<file path="config.mk">
export PLATFORM = sky130hd
export DESIGN_NAME = voice_activity_detector
export DESIGN_NICKNAME = d
export VERILOG_FILES = /design/src/rtl/vad_pkg.sv /design/src/rtl/vad_decim.sv /design/src/rtl/vad_energy.sv /design/src/rtl/vad_detector.sv /design/src/rtl/voice_activity_detector.sv
export SDC_FILE = /design/constraint.sdc
export NUM_CORES = 1
export LEC_CHECK = 0
export BUFFER_PORTS_ARGS = -buffer_cell sky130_fd_sc_hd__buf_2
export CAP_MARGIN = 5
export CELL_PAD_IN_SITES_DETAIL_PLACEMENT = 0
export CELL_PAD_IN_SITES_GLOBAL_PLACEMENT = 2
export CORE_MARGIN = 2
export CORE_UTILIZATION = 39
export CTS_CLUSTER_DIAMETER = 40
export DETAILED_ROUTE_END_ITERATION = 8
export PLACE_DENSITY_LB_ADDON = 0.1
export RECOVER_POWER = 100
export SKIP_CTS_REPAIR_TIMING = 1
export SYNTH_ARGS = -nofsm -noshare
export SYNTH_HDL_FRONTEND = slang
export SYNTH_SLANG_ARGS = --single-unit
</file>
<file path="constraint.sdc">
create_clock -name clk -period 10.65 [get_ports clk]
set_input_delay 0 -clock clk [delete_from_list [all_inputs] [get_ports clk]]
set_output_delay 0 -clock clk [all_outputs]
set_load 0.005 [all_outputs]
</file>
<file path="src/rtl/vad_pkg.sv">
package vad_pkg;

    // Detector phase after enable
    typedef enum logic [1:0] {
        PH_SEED = 2'd0,
        PH_WARM = 2'd1,
        PH_RUN  = 2'd2
    } vad_phase_e;

    // Shift of the first-order noise smoother
    localparam int NOISE_SHIFT = 4;

    // One smoother step: floor moves 1/16 of the way toward energy,
    // with the shift rounding toward minus infinity.
    function automatic logic signed [31:0] smooth_step(
        input logic signed [31:0] floor_v,
        input logic signed [31:0] energy_v
    );
        logic signed [31:0] diff;
        diff = energy_v - floor_v;
        return floor_v + (diff >>> NOISE_SHIFT);
    endfunction

endpackage

</file>
<file path="src/rtl/vad_decim.sv">
module vad_decim #(
    parameter int CHANNELS     = 8,
    parameter int OSR_LOG2_MAX = 7
) (
    input  logic                                clk,
    input  logic                                rst,
    input  logic                                enable,
    input  logic [CHANNELS-1:0]                 pdm_in,
    input  logic                                pdm_tick,
    input  logic [$clog2(CHANNELS)-1:0]         chan_sel,
    input  logic [$clog2(OSR_LOG2_MAX+1)-1:0]   osr_log2,
    output logic                                samp_valid,
    output logic [OSR_LOG2_MAX-1:0]             samp_mag
);
    localparam int OSR_W = $clog2(OSR_LOG2_MAX + 1);
    localparam int CNT_W = OSR_LOG2_MAX + 1;
    localparam int MAG_W = OSR_LOG2_MAX;

    logic [OSR_W-1:0] osr_eff;
    logic [CNT_W-1:0] ratio, half, bit_cnt, ones_cnt, ones_next, dev;
    logic             sel_bit, last_bit;

    always_comb begin
        osr_eff   = (int'(osr_log2) > OSR_LOG2_MAX) ? OSR_W'(OSR_LOG2_MAX) : osr_log2;
        ratio     = CNT_W'(1) << osr_eff;
        half      = ratio >> 1;
        sel_bit   = pdm_in[chan_sel];
        last_bit  = (bit_cnt == ratio - CNT_W'(1));
        ones_next = ones_cnt + CNT_W'(sel_bit);
        dev       = (ones_next >= half) ? (ones_next - half) : (half - ones_next);
    end

    always_ff @(posedge clk) begin
        if (rst || !enable) begin
            bit_cnt    <= '0;
            ones_cnt   <= '0;
            samp_valid <= 1'b0;
            samp_mag   <= '0;
        end else begin
            samp_valid <= 1'b0;
            if (pdm_tick) begin
                if (last_bit) begin
                    bit_cnt    <= '0;
                    ones_cnt   <= '0;
                    samp_valid <= 1'b1;
                    samp_mag   <= MAG_W'(dev);
                end else begin
                    bit_cnt  <= bit_cnt + CNT_W'(1);
                    ones_cnt <= ones_next;
                end
            end
        end
    end

    // a magnitude never exceeds half the ratio (or 1 at ratio 1)
    a_r2_mag_bound: assert property (@(posedge clk) disable iff (rst)
        samp_valid |-> (CNT_W'(samp_mag) <= ((half == '0) ? CNT_W'(1) : half)));

endmodule

</file>
<file path="src/rtl/vad_energy.sv">
module vad_energy #(
    parameter int MAG_W      = 7,
    parameter int FRAME_LOG2 = 8
) (
    input  logic                        clk,
    input  logic                        rst,
    input  logic                        enable,
    input  logic                        samp_valid,
    input  logic [MAG_W-1:0]            samp_mag,
    output logic                        frame_valid,
    output logic [MAG_W+FRAME_LOG2-1:0] frame_energy
);
    localparam int EN_W = MAG_W + FRAME_LOG2;

    logic [FRAME_LOG2-1:0] samp_cnt;
    logic [EN_W-1:0]       acc, sum_next;

    assign sum_next = acc + EN_W'(samp_mag);

    always_ff @(posedge clk) begin
        if (rst || !enable) begin
            samp_cnt     <= '0;
            acc          <= '0;
            frame_valid  <= 1'b0;
            frame_energy <= '0;
        end else begin
            frame_valid <= 1'b0;
            if (samp_valid) begin
                samp_cnt <= samp_cnt + FRAME_LOG2'(1);
                if (&samp_cnt) begin
                    acc          <= '0;
                    frame_valid  <= 1'b1;
                    frame_energy <= sum_next;
                end else begin
                    acc <= sum_next;
                end
            end
        end
    end

    // a frame needs many samples, so frame strobes never touch
    a_r3_frame_spacing: assert property (@(posedge clk) disable iff (rst)
        frame_valid |=> !frame_valid);

endmodule

</file>
<file path="src/rtl/vad_detector.sv">
module vad_detector
    import vad_pkg::*;
#(
    parameter int EN_W   = 15,
    parameter int INIT_W = 4,
    parameter int THR_W  = 16
) (
    input  logic              clk,
    input  logic              rst,
    input  logic              enable,
    input  logic              frame_valid,
    input  logic [EN_W-1:0]   frame_energy,
    input  logic [INIT_W-1:0] init_frames,
    input  logic [THR_W-1:0]  threshold,
    input  logic              flag_clr,
    output logic              init_busy,
    output logic              voice_now,
    output logic              voice_flag,
    output logic [EN_W-1:0]   noise_floor
);
    localparam int CMP_W = ((EN_W + 1 > THR_W) ? EN_W + 1 : THR_W) + 1;

    vad_phase_e        phase;
    logic [INIT_W-1:0] warm_cnt;
    logic [EN_W-1:0]   floor_next;
    logic [CMP_W-1:0]  limit;
    logic              is_voice, set_flag;

    always_comb begin
        floor_next = EN_W'(smooth_step(32'(noise_floor), 32'(frame_energy)));
        limit      = (CMP_W'(noise_floor) << 1) + CMP_W'(threshold);
        is_voice   = (CMP_W'(frame_energy) > limit);
        set_flag   = enable && frame_valid && (phase == PH_RUN) && is_voice;
        init_busy  = enable && (phase != PH_RUN);
    end

    always_ff @(posedge clk) begin
        if (rst || !enable) begin
            phase       <= PH_SEED;
            warm_cnt    <= '0;
            voice_now   <= 1'b0;
            noise_floor <= '0;
        end else if (frame_valid) begin
            unique case (phase)
                PH_SEED: begin
                    noise_floor <= frame_energy;
                    warm_cnt    <= INIT_W'(1);
                    phase       <= (init_frames == '0) ? PH_RUN : PH_WARM;
                end
                PH_WARM: begin
                    noise_floor <= floor_next;
                    warm_cnt    <= warm_cnt + INIT_W'(1);
                    if (warm_cnt == init_frames) phase <= PH_RUN;
                end
                default: begin
                    voice_now <= is_voice;
                    if (!is_voice) noise_floor <= floor_next;
                end
            endcase
        end
    end

    always_ff @(posedge clk) begin
        if (rst)           voice_flag <= 1'b0;
        else if (set_flag) voice_flag <= 1'b1;
        else if (flag_clr) voice_flag <= 1'b0;
    end

    // no verdict while the warm-up runs
    a_r4_quiet_during_init: assert property (@(posedge clk) disable iff (rst)
        init_busy |-> !voice_now);
    // the floor moves only on a frame edge while enabled
    a_r5_floor_on_frame_only: assert property (@(posedge clk) disable iff (rst)
        (enable && !frame_valid) |=> $stable(noise_floor));
    // a fresh voice verdict always comes with the flag
    a_r6_voice_sets_flag: assert property (@(posedge clk) disable iff (rst)
        $rose(voice_now) |-> voice_flag);
    // the flag only drops on a clear request
    a_r7_flag_sticky: assert property (@(posedge clk) disable iff (rst)
        (voice_flag && !flag_clr) |=> voice_flag);

endmodule

</file>
<file path="src/rtl/voice_activity_detector.sv">
module voice_activity_detector
    import vad_pkg::*;
#(
    parameter int CHANNELS     = 8,
    parameter int OSR_LOG2_MAX = 7,
    parameter int FRAME_LOG2   = 8,
    parameter int INIT_W       = 4,
    parameter int THR_W        = 16
) (
    input  logic                                    clk,
    input  logic                                    rst,
    input  logic                                    enable,
    input  logic [CHANNELS-1:0]                     pdm_in,
    input  logic                                    pdm_tick,
    input  logic [$clog2(CHANNELS)-1:0]             chan_sel,
    input  logic [$clog2(OSR_LOG2_MAX+1)-1:0]       osr_log2,
    input  logic [INIT_W-1:0]                       init_frames,
    input  logic [THR_W-1:0]                        threshold,
    input  logic                                    irq_en,
    input  logic                                    flag_clr,
    output logic                                    irq,
    output logic                                    voice_flag,
    output logic                                    voice_now,
    output logic                                    init_busy,
    output logic [OSR_LOG2_MAX+FRAME_LOG2-1:0]      noise_level
);
    localparam int MAG_W = OSR_LOG2_MAX;
    localparam int EN_W  = MAG_W + FRAME_LOG2;

    logic             samp_valid, frame_valid;
    logic [MAG_W-1:0] samp_mag;
    logic [EN_W-1:0]  frame_energy;

    vad_decim #(.CHANNELS(CHANNELS), .OSR_LOG2_MAX(OSR_LOG2_MAX)) u_decim (
        .clk(clk), .rst(rst), .enable(enable), .pdm_in(pdm_in), .pdm_tick(pdm_tick),
        .chan_sel(chan_sel), .osr_log2(osr_log2),
        .samp_valid(samp_valid), .samp_mag(samp_mag)
    );

    vad_energy #(.MAG_W(MAG_W), .FRAME_LOG2(FRAME_LOG2)) u_energy (
        .clk(clk), .rst(rst), .enable(enable), .samp_valid(samp_valid), .samp_mag(samp_mag),
        .frame_valid(frame_valid), .frame_energy(frame_energy)
    );

    vad_detector #(.EN_W(EN_W), .INIT_W(INIT_W), .THR_W(THR_W)) u_detector (
        .clk(clk), .rst(rst), .enable(enable), .frame_valid(frame_valid),
        .frame_energy(frame_energy), .init_frames(init_frames), .threshold(threshold),
        .flag_clr(flag_clr), .init_busy(init_busy), .voice_now(voice_now),
        .voice_flag(voice_flag), .noise_floor(noise_level)
    );

    assign irq = voice_flag & irq_en;

endmodule

</file>
==> flow_summary.json, run 1 <==
{
  "grt_antenna_before_repair": 0,
  "grt_first_pass_wirelength_um": 30400,
  "die_w_um": 138,
  "fin_tns_setup_ns": 0,
  "worstPathMaxFanout": 28,
  "ir_drop_uv": 73.1,
  "vias": 6399,
  "syn_nets": 1003,
  "grt_usage": 0.205,
  "clkLatencyLatePin_ns": 0.36,
  "violations": "capacitance limit, slew limit",
  "yosys.area.top_type": "dfxtp_1",
  "ys_types": 72,
  "most-common-layout-cells": "dfxtp_1, a21oi_1, ha_1, nand2_1, nor2_1",
  "cts-buffers-inserted": 9,
  "gp_congestion": 0.885,
  "ant_nets": 0,
  "clock_sinks": 86,
  "antenna_cells": 0,
  "synth_area_per_cell_um2": 8.01,
  "drive_above_1_share": 0.0836,
  "drt_first_iter_violations": 303,
  "timing.final.crit_share": 0.441,
  "required_ns": 10.76,
  "synth_edf_count": 0,
  "drcViolationCount": 0,
  "rr_endpoint": "u_detector.noise_floor[0]$_SDFFE_PP0P_",
  "endpoint": "u_detector.noise_floor[0]$_SDFFE_PP0P_",
  "wirelength_um": 18900,
  "min_path_type": "input pin to flop",
  "endpoint_kind": "flop",
  "root_buffer": "clkbuf_16",
  "clk_path_buf_depth": 2,
  "yosys_register_bits": 86,
  "fin_area_mm2": 0.00773,
  "run_status": "finished with violations",
  "syn_to_final_growth_pct": 10.5,
  "final_common_cell": "dfxtp_1",
  "yosysTopAreaCellShare": 0.246,
  "die_h_um": 138,
  "cp-start-kind": "flop",
  "path_depth": 17,
  "cts_tree": "done",
  "netlist_area_mm2": 0.00700,
  "finalHoldViolCount": 0,
  "leakage_uw": 0.00319,
  "grt_overflow": 0,
  "clock.fmax_mhz": 213,
  "first_pass_iters": 5,
  "slowest_stage": "a31o_1",
  "rsz0062_at_grt": "false",
  "rrSetupSlack_ns": 5.95,
  "cp_cell_sequence": "ha_1 -> a211o_1 -> a21oi_1 -> o21ai_0 -> a221o_1 -> a21o_1 -> a21oi_1 -> xor2_1 -> ha_1 -> nand4_1 -> nor2_1 -> nand2_1 -> o2111ai_1 -> a311oi_1 -> a31o_1 -> mux2i_1 -> nor2_1",
  "critPathMaxStageDelay_ns": 0.93,
  "crit_path_start": "u_detector.noise_floor[1]$_SDFFE_PP0P_",
  "worstMarginPinSlew_ns": 3.29,
  "synthArstFlopShare": 0,
  "io_buffers": 58,
  "maxCapViolCount": 1,
  "rr_startpoint": "u_detector.noise_floor[1]$_SDFFE_PP0P_",
  "slew_viol_final": 70,
  "core_mm2": 0.0174,
  "final-setup-viol-count": 0,
  "fin_skew_ns": 0.00971,
  "critPathBufInv": 0,
  "dieArea_mm2": 0.0190,
  "max_slew_margin": -1.19,
  "grt_max_degree": 70,
  "ys_seq_area_frac": 0.246,
  "final.min_clock_period_ns": 4.70,
  "std_cell_rows": 48,
  "synthFlopType": "dfxtp_1",
  "place_area_mm2": 0.00746,
  "ioPinCount": 59,
  "cp_top_family": "compound AO/OA/AOI/OAI gates",
  "reg2reg_depth": 17,
  "first_global_vias": 6124,
  "nets": 1045,
  "p_per_area_mw_per_mm2": 92.4,
  "drt-vias-per-instance": 5.58,
  "synth_area_leaders": "dfxtp_1, ha_1, a21oi_1",
  "path_class": "flop to flop",
  "path_clk_slew_ns": 0.07,
  "avgRoutedWirePerCell_um": 16.5,
  "ys_warn_count": 0,
  "synth_cells": 874,
  "place.detailed.hpwl_um": 14700,
  "h-tree-depth": 3,
  "cp_data_arrival_time_ns": 4.81,
  "initial_utilization": 0.402
}
==> worst min path at each step <==
stage	from	to	slack (ns)	depth (start not counted)
floorplan	rst	u_detector.voice_flag$_SDFFE_PP0P_	0.07	1
global placement	rst	u_detector.voice_flag$_SDFFE_PP0P_	0.19	2
detailed placement	rst	u_detector.voice_flag$_SDFFE_PP0P_	0.19	2
CTS	rst	u_detector.voice_flag$_SDFFE_PP0P_	-0.18	2
global route	pdm_tick	u_decim.ones_cnt[6]$_SDFFE_PP0P_	0.10	3
finish	enable	u_detector.phase[1]$_SDFFE_PP0P_	0.07	3
==> layout make-up <==
cell class / instances / area [um^2]
inverters: 60 / 225
clock buffers: 9 / 225
well taps: 225 / 282
clock inverters: 7 / 65.1
flip-flops and latches: 86 / 1720
fillers: 1787 / 9680
multi-input cells: 695 / 4900
repair buffers: 64 / 314
==> cells in the mapped netlist (4+ instances only) <==
cell type  number
nand2_1        67
or3_1           6
a31oi_1         8
ha_1           84
o21bai_1        5
and2_1          4
nor3b_1         4
and4_1          4
clkbuf_1       27
a211o_1         4
a311oi_1        6
nor2b_1         9
inv_1          59
or2_2           4
xor2_1         33
fa_1            5
a221oi_1        4
o21a_1          7
o31a_1          5
xnor2_1        32
nand4_1        17
a211oi_1       31
a21o_1         23
nand2b_1       13
a21oi_1        85
a22oi_1         8
and3_1         10
dfxtp_1        86
nor3_1          7
nor2_1         66
o21ai_0        39
a21boi_0        5
nand3_1        37
mux2i_1         6
nand3b_1        7
==> state kept, by name, indices dropped and copies added (netlist names) <==
| name | cells |
|---|---|
| u_energy.acc | 15 |
| u_decim.bit_cnt | 8 |
| u_detector.warm_cnt | 4 |
| u_detector.phase | 2 |
| u_decim.ones_cnt | 8 |
| u_decim.samp_valid | 1 |
| u_detector.voice_now | 1 |
| u_decim.samp_mag | 7 |
| u_energy.samp_cnt | 8 |
| u_energy.frame_energy | 15 |
| u_energy.frame_valid | 1 |
| u_detector.voice_flag | 1 |
| u_detector.noise_floor | 15 |
==> kinds of logic after synthesis <==
group / synth area share
buffers and inverters: 0.0529
AO/OA/AOI/OAI: 0.236
adder cells (fa/ha/maj): 0.164
flip-flops: 0.246
multiplexers: 0.0198
XOR/XNOR: 0.0814
AND/OR/NAND/NOR: 0.199
==> worst min-delay path, cell delays in order <==
cell and delay [ns]:
buf_2 0.10, nand2b_1 0.16, nor2_1 0.13
==> report_power, final <==
| group | internal [uW] | switching, uW | total [uW] |
|---|---|---|---|
| sequential | 322 | 0.539 | 322 |
| clock | 165 | 154 | 319 |
| combinational | 32.2 | 41.8 | 74.0 |
| total | 518 | 196 | 715 |
==> per-stage QoR <==
stage | hold WS, ns | total power, uW | utilization | std cells | worst slack [ns]
6_report | 0.0660 | 715 | 0.444 | 1146 | 5.95
3_5_place_dp | 0.192 | 405 | 0.428 | 1128 | 6.36
3_3_place_gp | 0.190 | 404 | 0.428 | 1128 | 6.53
5_1_grt | 0.101 | 750 | 0.444 | 1146 | 5.52
4_1_cts | -0.184 | 730 | 0.445 | 1144 | 6.32
2_1_floorplan | 0.0691 | 383 | - | 874 | 6.79
==> layer usage <==
| metal | up-vias | GRT usage | wire (um) |
|---|---|---|---|
| met2 | 123 | 0.361 | 9230 |
| met4 | 0 | 0.0595 | 335 |
| li1 | 3272 | - | - |
| met3 | 24 | 0.0347 | 637 |
| met1 | 2980 | 0.255 | 8690 |
| met5 | - | 0 | 0 |
(Power assumes the default switching activity.)
==> run 2, diff against run 1 <==
- ABC_AREA: unset -> 1
- CORE_UTILIZATION: 39 -> 34
- clock period: 10.65 -> 4.75 ns (I/O delays scaled with it)
==> run 2 against run 1 <==
Compared with the run above: the flow still finishes with violations (capacitance limit, slew limit); combinational power rose by 140%; design area rose by 6.4%; clock power rose by 140%; via count rose by 8.2%; critical path type unchanged; largest cell class unchanged.
==> flow_summary.json, run 2 <==
{
  "run_status": "finished with violations",
  "violations": "capacitance limit, slew limit",
  "most-common-layout-cells": "nand2_1, inv_1, a21oi_1, nor2_1, dfxtp_1",
  "ys_warn_count": 0,
  "place_area_mm2": 0.00796,
  "slew_viol_final": 71,
  "dp_slack_ns": 1.05,
  "root_buffer": "clkbuf_16",
  "clk_path_buf_depth": 2,
  "synth_area_per_cell_um2": 6.52,
  "avgRoutedWirePerCell_um": 13.8,
  "yosys_register_bits": 86,
  "ys_types": 55,
  "crit_path_start": "u_detector.noise_floor[0]$_SDFFE_PP0P_",
  "worstPathMaxFanout": 23,
  "clock_sinks": 86,
  "p_per_area_mw_per_mm2": 202,
  "p_clk_frac": 0.460,
  "pwr-share-seq": 0.435,
  "drt-vias-per-instance": 4.72,
  "yosys.area.top_type": "dfxtp_1",
  "combinationalPowerShare": 0.105,
  "cts-buffers-inserted": 9,
  "io_buffers": 58,
  "grt_antenna_before_repair": 0,
  "setup_ws_ns": 0.759,
  "cp-start-kind": "flop",
  "synth.most_common_cell": "nand2_1",
  "syn_to_final_growth_pct": 11.5,
  "grt_max_degree": 37,
  "ir_drop_uv": 162,
  "ys_seq_area_frac": 0.233,
  "endpoint_kind": "flop",
  "clock.fmax_mhz": 251,
  "p_sw_frac": 0.245,
  "fin_area_mm2": 0.00823,
  "first_global_vias": 6691,
  "cp_data_arrival_time_ns": 4.22,
  "h-tree-depth": 3,
  "path_class": "flop to flop",
  "synth_edf_count": 0,
  "rr_startpoint": "u_detector.noise_floor[0]$_SDFFE_PP0P_",
  "rrSetupSlack_ns": 0.76,
  "largest_registers": "u_detector.noise_floor (15), u_energy.acc (15), u_energy.frame_energy (15)",
  "die_h_um": 151,
  "intPower_uw": 1250,
  "ant_nets": 0,
  "min_path_type": "input pin to flop",
  "synth_area_leaders": "dfxtp_1, nand2_1, ha_1",
  "std_cell_rows": 53,
  "drive_above_1_share": 0.0739,
  "synth_common_cells": "nand2_1, inv_1, a21oi_1",
  "final_common_cell": "nand2_1",
  "grt_overflow": 0,
  "grt_first_pass_wirelength_um": 32900,
  "initial_utilization": 0.349,
  "nets": 1316,
  "gp_congestion": 0.826,
  "leakage_uw": 0.00395,
  "cts_tree": "done",
  "timing.final.crit_share": 0.840,
  "first_pass_iters": 4,
  "hold_path_startpoint": "pdm_tick",
  "drt_first_iter_violations": 255,
  "dieArea_mm2": 0.0229,
  "synthArstFlopShare": 0,
  "synth_cells": 1132,
  "drcViolationCount": 0,
  "die_w_um": 151,
  "clkLatencyLatePin_ns": 0.35,
  "finalHoldViolCount": 0,
  "fin_skew_ns": 0.00928,
  "netlist_area_mm2": 0.00738,
  "final-setup-viol-count": 0,
  "required_ns": 4.98,
  "path_clk_slew_ns": 0.06,
  "max_slew_margin": -0.240,
  "maxCapViolCount": 2,
  "final.min_clock_period_ns": 3.99,
  "fin_tns_setup_ns": 0,
  "place.detailed.hpwl_um": 16400,
  "yosysTopAreaCellShare": 0.233,
  "core_mm2": 0.0212,
  "worstMarginPinSlew_ns": 1.86,
  "grt_usage": 0.184,
  "wirelength_um": 20200,
  "p_sw_uw": 407,
  "rsz0062_at_grt": "false",
  "ioPinCount": 59,
  "syn_nets": 1261,
  "synthFlopType": "dfxtp_1",
  "antenna_cells": 0,
  "vias": 6921
}
[run 2: kinds of logic (layout without fill, tap and decap cells)]
group,Yosys count,count (layout),synth area share
simple gates,534,534,0.311
compound gates,186,186,0.139
buf+inv,184,242,0.0961
fa+ha+maj,89,89,0.156
flops,86,86,0.233
xor+xnor,52,52,0.0627
mux,1,1,0.00153
[run 2: power groups by stage]
stage	sequential (uW)	clock [uW]	combinational, uW
floorplan	739	0	122
global placement	739	0	181
detailed placement	739	0	180
CTS	723	798	181
global route	722	817	203
finish	723	765	175
[run 2: worst max-delay path, cell delays in order (launching register included)]
cell and delay [ns]:
dfxtp_1 0.41, ha_1 0.20, inv_1 0.05, fa_1 0.41, inv_1 0.09, nand2_1 0.11
a31oi_1 0.25, nor2_1 0.11, xor2_1 0.16, ha_1 0.30, nand2_1 0.05, nor2_1 0.17
nand4_1 0.13, o21a_1 0.19, nand2_1 0.08, inv_1 0.05, nand3_1 0.12, nand2_1 0.09
nand2_1 0.63, nand2_1 0.12, nand2_1 0.09, nor2_1 0.06
[run 2: metrics by stage]
stage	power [uW]	util	hold WS [ns]	std cells
global route	1740	0.389	0.103	1465
CTS	1700	0.391	-0.165	1463
floorplan	861	-	0.0691	1132
global placement	920	0.376	0.214	1449
finish	1660	0.389	0.0743	1465
detailed placement	919	0.376	0.214	1449
[run 2: cell type report]
cell class | count | area (um^2)
Multi-Input combinational cell | 862 | 4920
Clock inverter | 4 | 72.6
Sequential cell | 86 | 1720
Timing Repair Buffer | 64 | 314
Fill cell | 2366 | 12900
Tap cell | 275 | 344
Inverter | 164 | 616
Clock buffer | 10 | 239
[run 2: layer usage]
metal | global-route usage | vias to the layer above | routed length (um)
met3 | 0.0199 | 13 | 420
met2 | 0.337 | 56 | 10100
met1 | 0.224 | 3068 | 9340
met4 | 0.0537 | 0 | 272
li1 | - | 3784 | -
met5 | 0 | - | 0
[run 2: path summary, 6_finish.rpt]
| kind | endpoint | depth (start not counted) |
|---|---|---|
| setup reg to reg | u_detector.noise_floor[10]$_SDFFE_PP0P_ | 21 |
| hold / removal | u_decim.bit_cnt[0]$_SDFFE_PP0P_ | 3 |
| setup / recovery | u_detector.noise_floor[10]$_SDFFE_PP0P_ | 21 |
| hold reg to reg | u_energy.acc[13]$_SDFFE_PP0P_ | 2 |
==> run 3, diff against run 2 <==
- CORE_UTILIZATION: 34 -> 31
- clock period: 4.75 -> 3.2 ns (I/O delays scaled with it)
==> run 3 against run 2 <==
Compared with the run above: the run now ends clean; sequential power grew 48%; wire length grew 13%; clock power grew 37%; largest cell class unchanged; critical endpoint is now u_detector.noise_floor[6]$_SDFFE_PP0P_.
==> flow_summary.json, run 3 (same netlist as run 2, synthesis figures left out) <==
{
  "die_h_um": 158,
  "vias": 7383,
  "place.detailed.hpwl_um": 18100,
  "cpMostUsedCell": "inv_2",
  "crit_path_start": "u_detector.noise_floor[0]$_SDFFE_PP0P_",
  "combinationalPowerShare": 0.126,
  "instances_no_fill": 1612,
  "place_area_mm2": 0.00867,
  "cp_top_family": "adder cells",
  "wirelength_um": 22700,
  "rsz0062_at_grt": "true",
  "gp_congestion": 0.797,
  "grt_first_pass_wirelength_um": 35800,
  "drt_first_iter_violations": 331,
  "cts_tree": "done",
  "fillers": 2582,
  "root_buffer": "clkbuf_16",
  "drcViolationCount": 0,
  "grt_antenna_before_repair": 0,
  "regArea_mm2": 0.00174,
  "cp-start-kind": "flop",
  "dp.cells": 1579,
  "die_w_um": 158,
  "drt-vias-per-instance": 4.58,
  "cts-buffers-inserted": 9,
  "final-setup-viol-count": 0,
  "pwr-share-seq": 0.442,
  "p_per_area_mw_per_mm2": 252,
  "max_slew_margin": 0.586,
  "multiInputGateArea_mm2": 0.00546,
  "leakage_uw": 0.00457,
  "finalHoldViolCount": 0,
  "avgRoutedWirePerCell_um": 14.1,
  "p_clk_frac": 0.432,
  "ant_nets": 0,
  "clock_sinks": 86,
  "grt_overflow": 0,
  "final.min_clock_period_ns": 3.10,
  "ioPinCount": 59,
  "io_buffers": 58,
  "grt_max_degree": 26,
  "clk_path_buf_depth": 2,
  "p_sw_frac": 0.286,
  "drive_above_1_share": 0.248,
  "initial_utilization": 0.315,
  "slowest_stage": "fa_2",
  "fin_skew_ns": 0.0162,
  "grt_usage": 0.184,
  "ir_drop_uv": 252,
  "clock.fmax_mhz": 322,
  "hold_path_startpoint": "enable",
  "worstPathMaxFanout": 6,
  "run_status": "finished, final reports clean",
  "std_cell_rows": 56,
  "required_ns": 3.45,
  "rr_startpoint": "u_detector.noise_floor[0]$_SDFFE_PP0P_",
  "fin_area_mm2": 0.00963,
  "syn_to_final_growth_pct": 30.4,
  "whs_ns": 0.0454,
  "core_mm2": 0.0234,
  "critPathBufInv": 5,
  "intPower_uw": 1730,
  "slew_viol_final": 0,
  "most-common-layout-cells": "nand2_1, inv_1, buf_4, nor2_1",
  "path_clk_slew_ns": 0.08,
  "worstMarginPinSlew_ns": 0.617,
  "cp_data_arrival_time_ns": 3.35,
  "endpoint_kind": "flop",
  "cp_cell_sequence": "ha_4 -> inv_2 -> fa_2 -> inv_2 -> nand2_4 -> a31oi_4 -> nor2_4 -> o21bai_1 -> xnor2_1 -> ha_1 -> nand2_1 -> inv_2 -> nand4_1 -> o21a_1 -> nand2_1 -> inv_2 -> nand3_2 -> nand2_2 -> nand2_4 -> clkbuf_16 -> nand2_2 -> nand2_1 -> nor2_1",
  "timing.final.crit_share": 0.969,
  "first_global_vias": 7044,
  "fin_tns_setup_ns": 0,
  "dieArea_mm2": 0.0251,
  "final_common_cell": "nand2_1",
  "largest_registers": "u_detector.noise_floor (15), u_energy.acc (15), u_energy.frame_energy (15)",
  "min_path_type": "input pin to flop",
  "critPathMaxStageDelay_ns": 0.37,
  "p_sw_uw": 692,
  "first_pass_iters": 4,
  "clkLatencyLatePin_ns": 0.36,
  "maxCapViolCount": 0,
  "nets": 1417,
  "h-tree-depth": 3,
  "antenna_cells": 0,
  "path_class": "flop to flop"
}
-- run 3: layout make-up --
type,instances,area share
sequential,86,0.180
clock buffer,9,0.0234
multi-input combinational,862,0.567
timing repair buffer,165,0.118
inverter,164,0.0639
tap,319,0.0415
clock inverter,7,0.00572
-- run 3: metal layers --
| metal | global-route usage | wire length (um) | vias up |
|---|---|---|---|
| li1 | - | - | 3983 |
| met1 | 0.233 | 10700 | 3322 |
| met2 | 0.329 | 11300 | 62 |
| met3 | 0.0196 | 380 | 16 |
| met4 | 0.0528 | 294 | 0 |
| met5 | 0 | 0 | - |
-- run 3: through the flow --
step / power [uW] / worst slack, ns / utilization
after CTS: 2450 / -0.237 / 0.382
final: 2420 / 0.0983 / 0.411
after detailed placement: 1390 / -0.218 / 0.370
after global routing: 2540 / -0.0929 / 0.411
after floorplan: 1280 / 0.143 / -
after global placement: 1390 / -0.222 / 0.370
-- run 3: worst register-to-register path, delay by kind of cell, from the launching register on --
family	cells	cell delay, ns
xor gates and xnor gates	1	0.10
and+or+nand+nor	11	0.75
DFF	1	0.36
AOI/OAI and AO/OA	3	0.58
buffers and inverters	5	0.42
adders and majority gates	3	0.77
-- run 3: final timing paths --
check | slack, ns | cells past startpoint | to
hold / removal | 0.05 | 5 | u_detector.voice_flag$_SDFFE_PP0P_
hold reg to reg | 0.47 | 2 | u_decim.samp_mag[6]$_SDFFE_PP0P_
setup / recovery | 0.1 | 23 | u_detector.noise_floor[6]$_SDFFE_PP0P_
setup reg to reg | 0.1 | 23 | u_detector.noise_floor[6]$_SDFFE_PP0P_
-- run 3: power groups by stage --
stage / Sequential, uW / Combinational [uW] / Clock, uW
after floorplan: 1100 / 182 / 0
after global placement: 1100 / 292 / 0
after detailed placement: 1100 / 289 / 0
after CTS: 1070 / 291 / 1090
after global routing: 1070 / 349 / 1120
final: 1070 / 306 / 1050
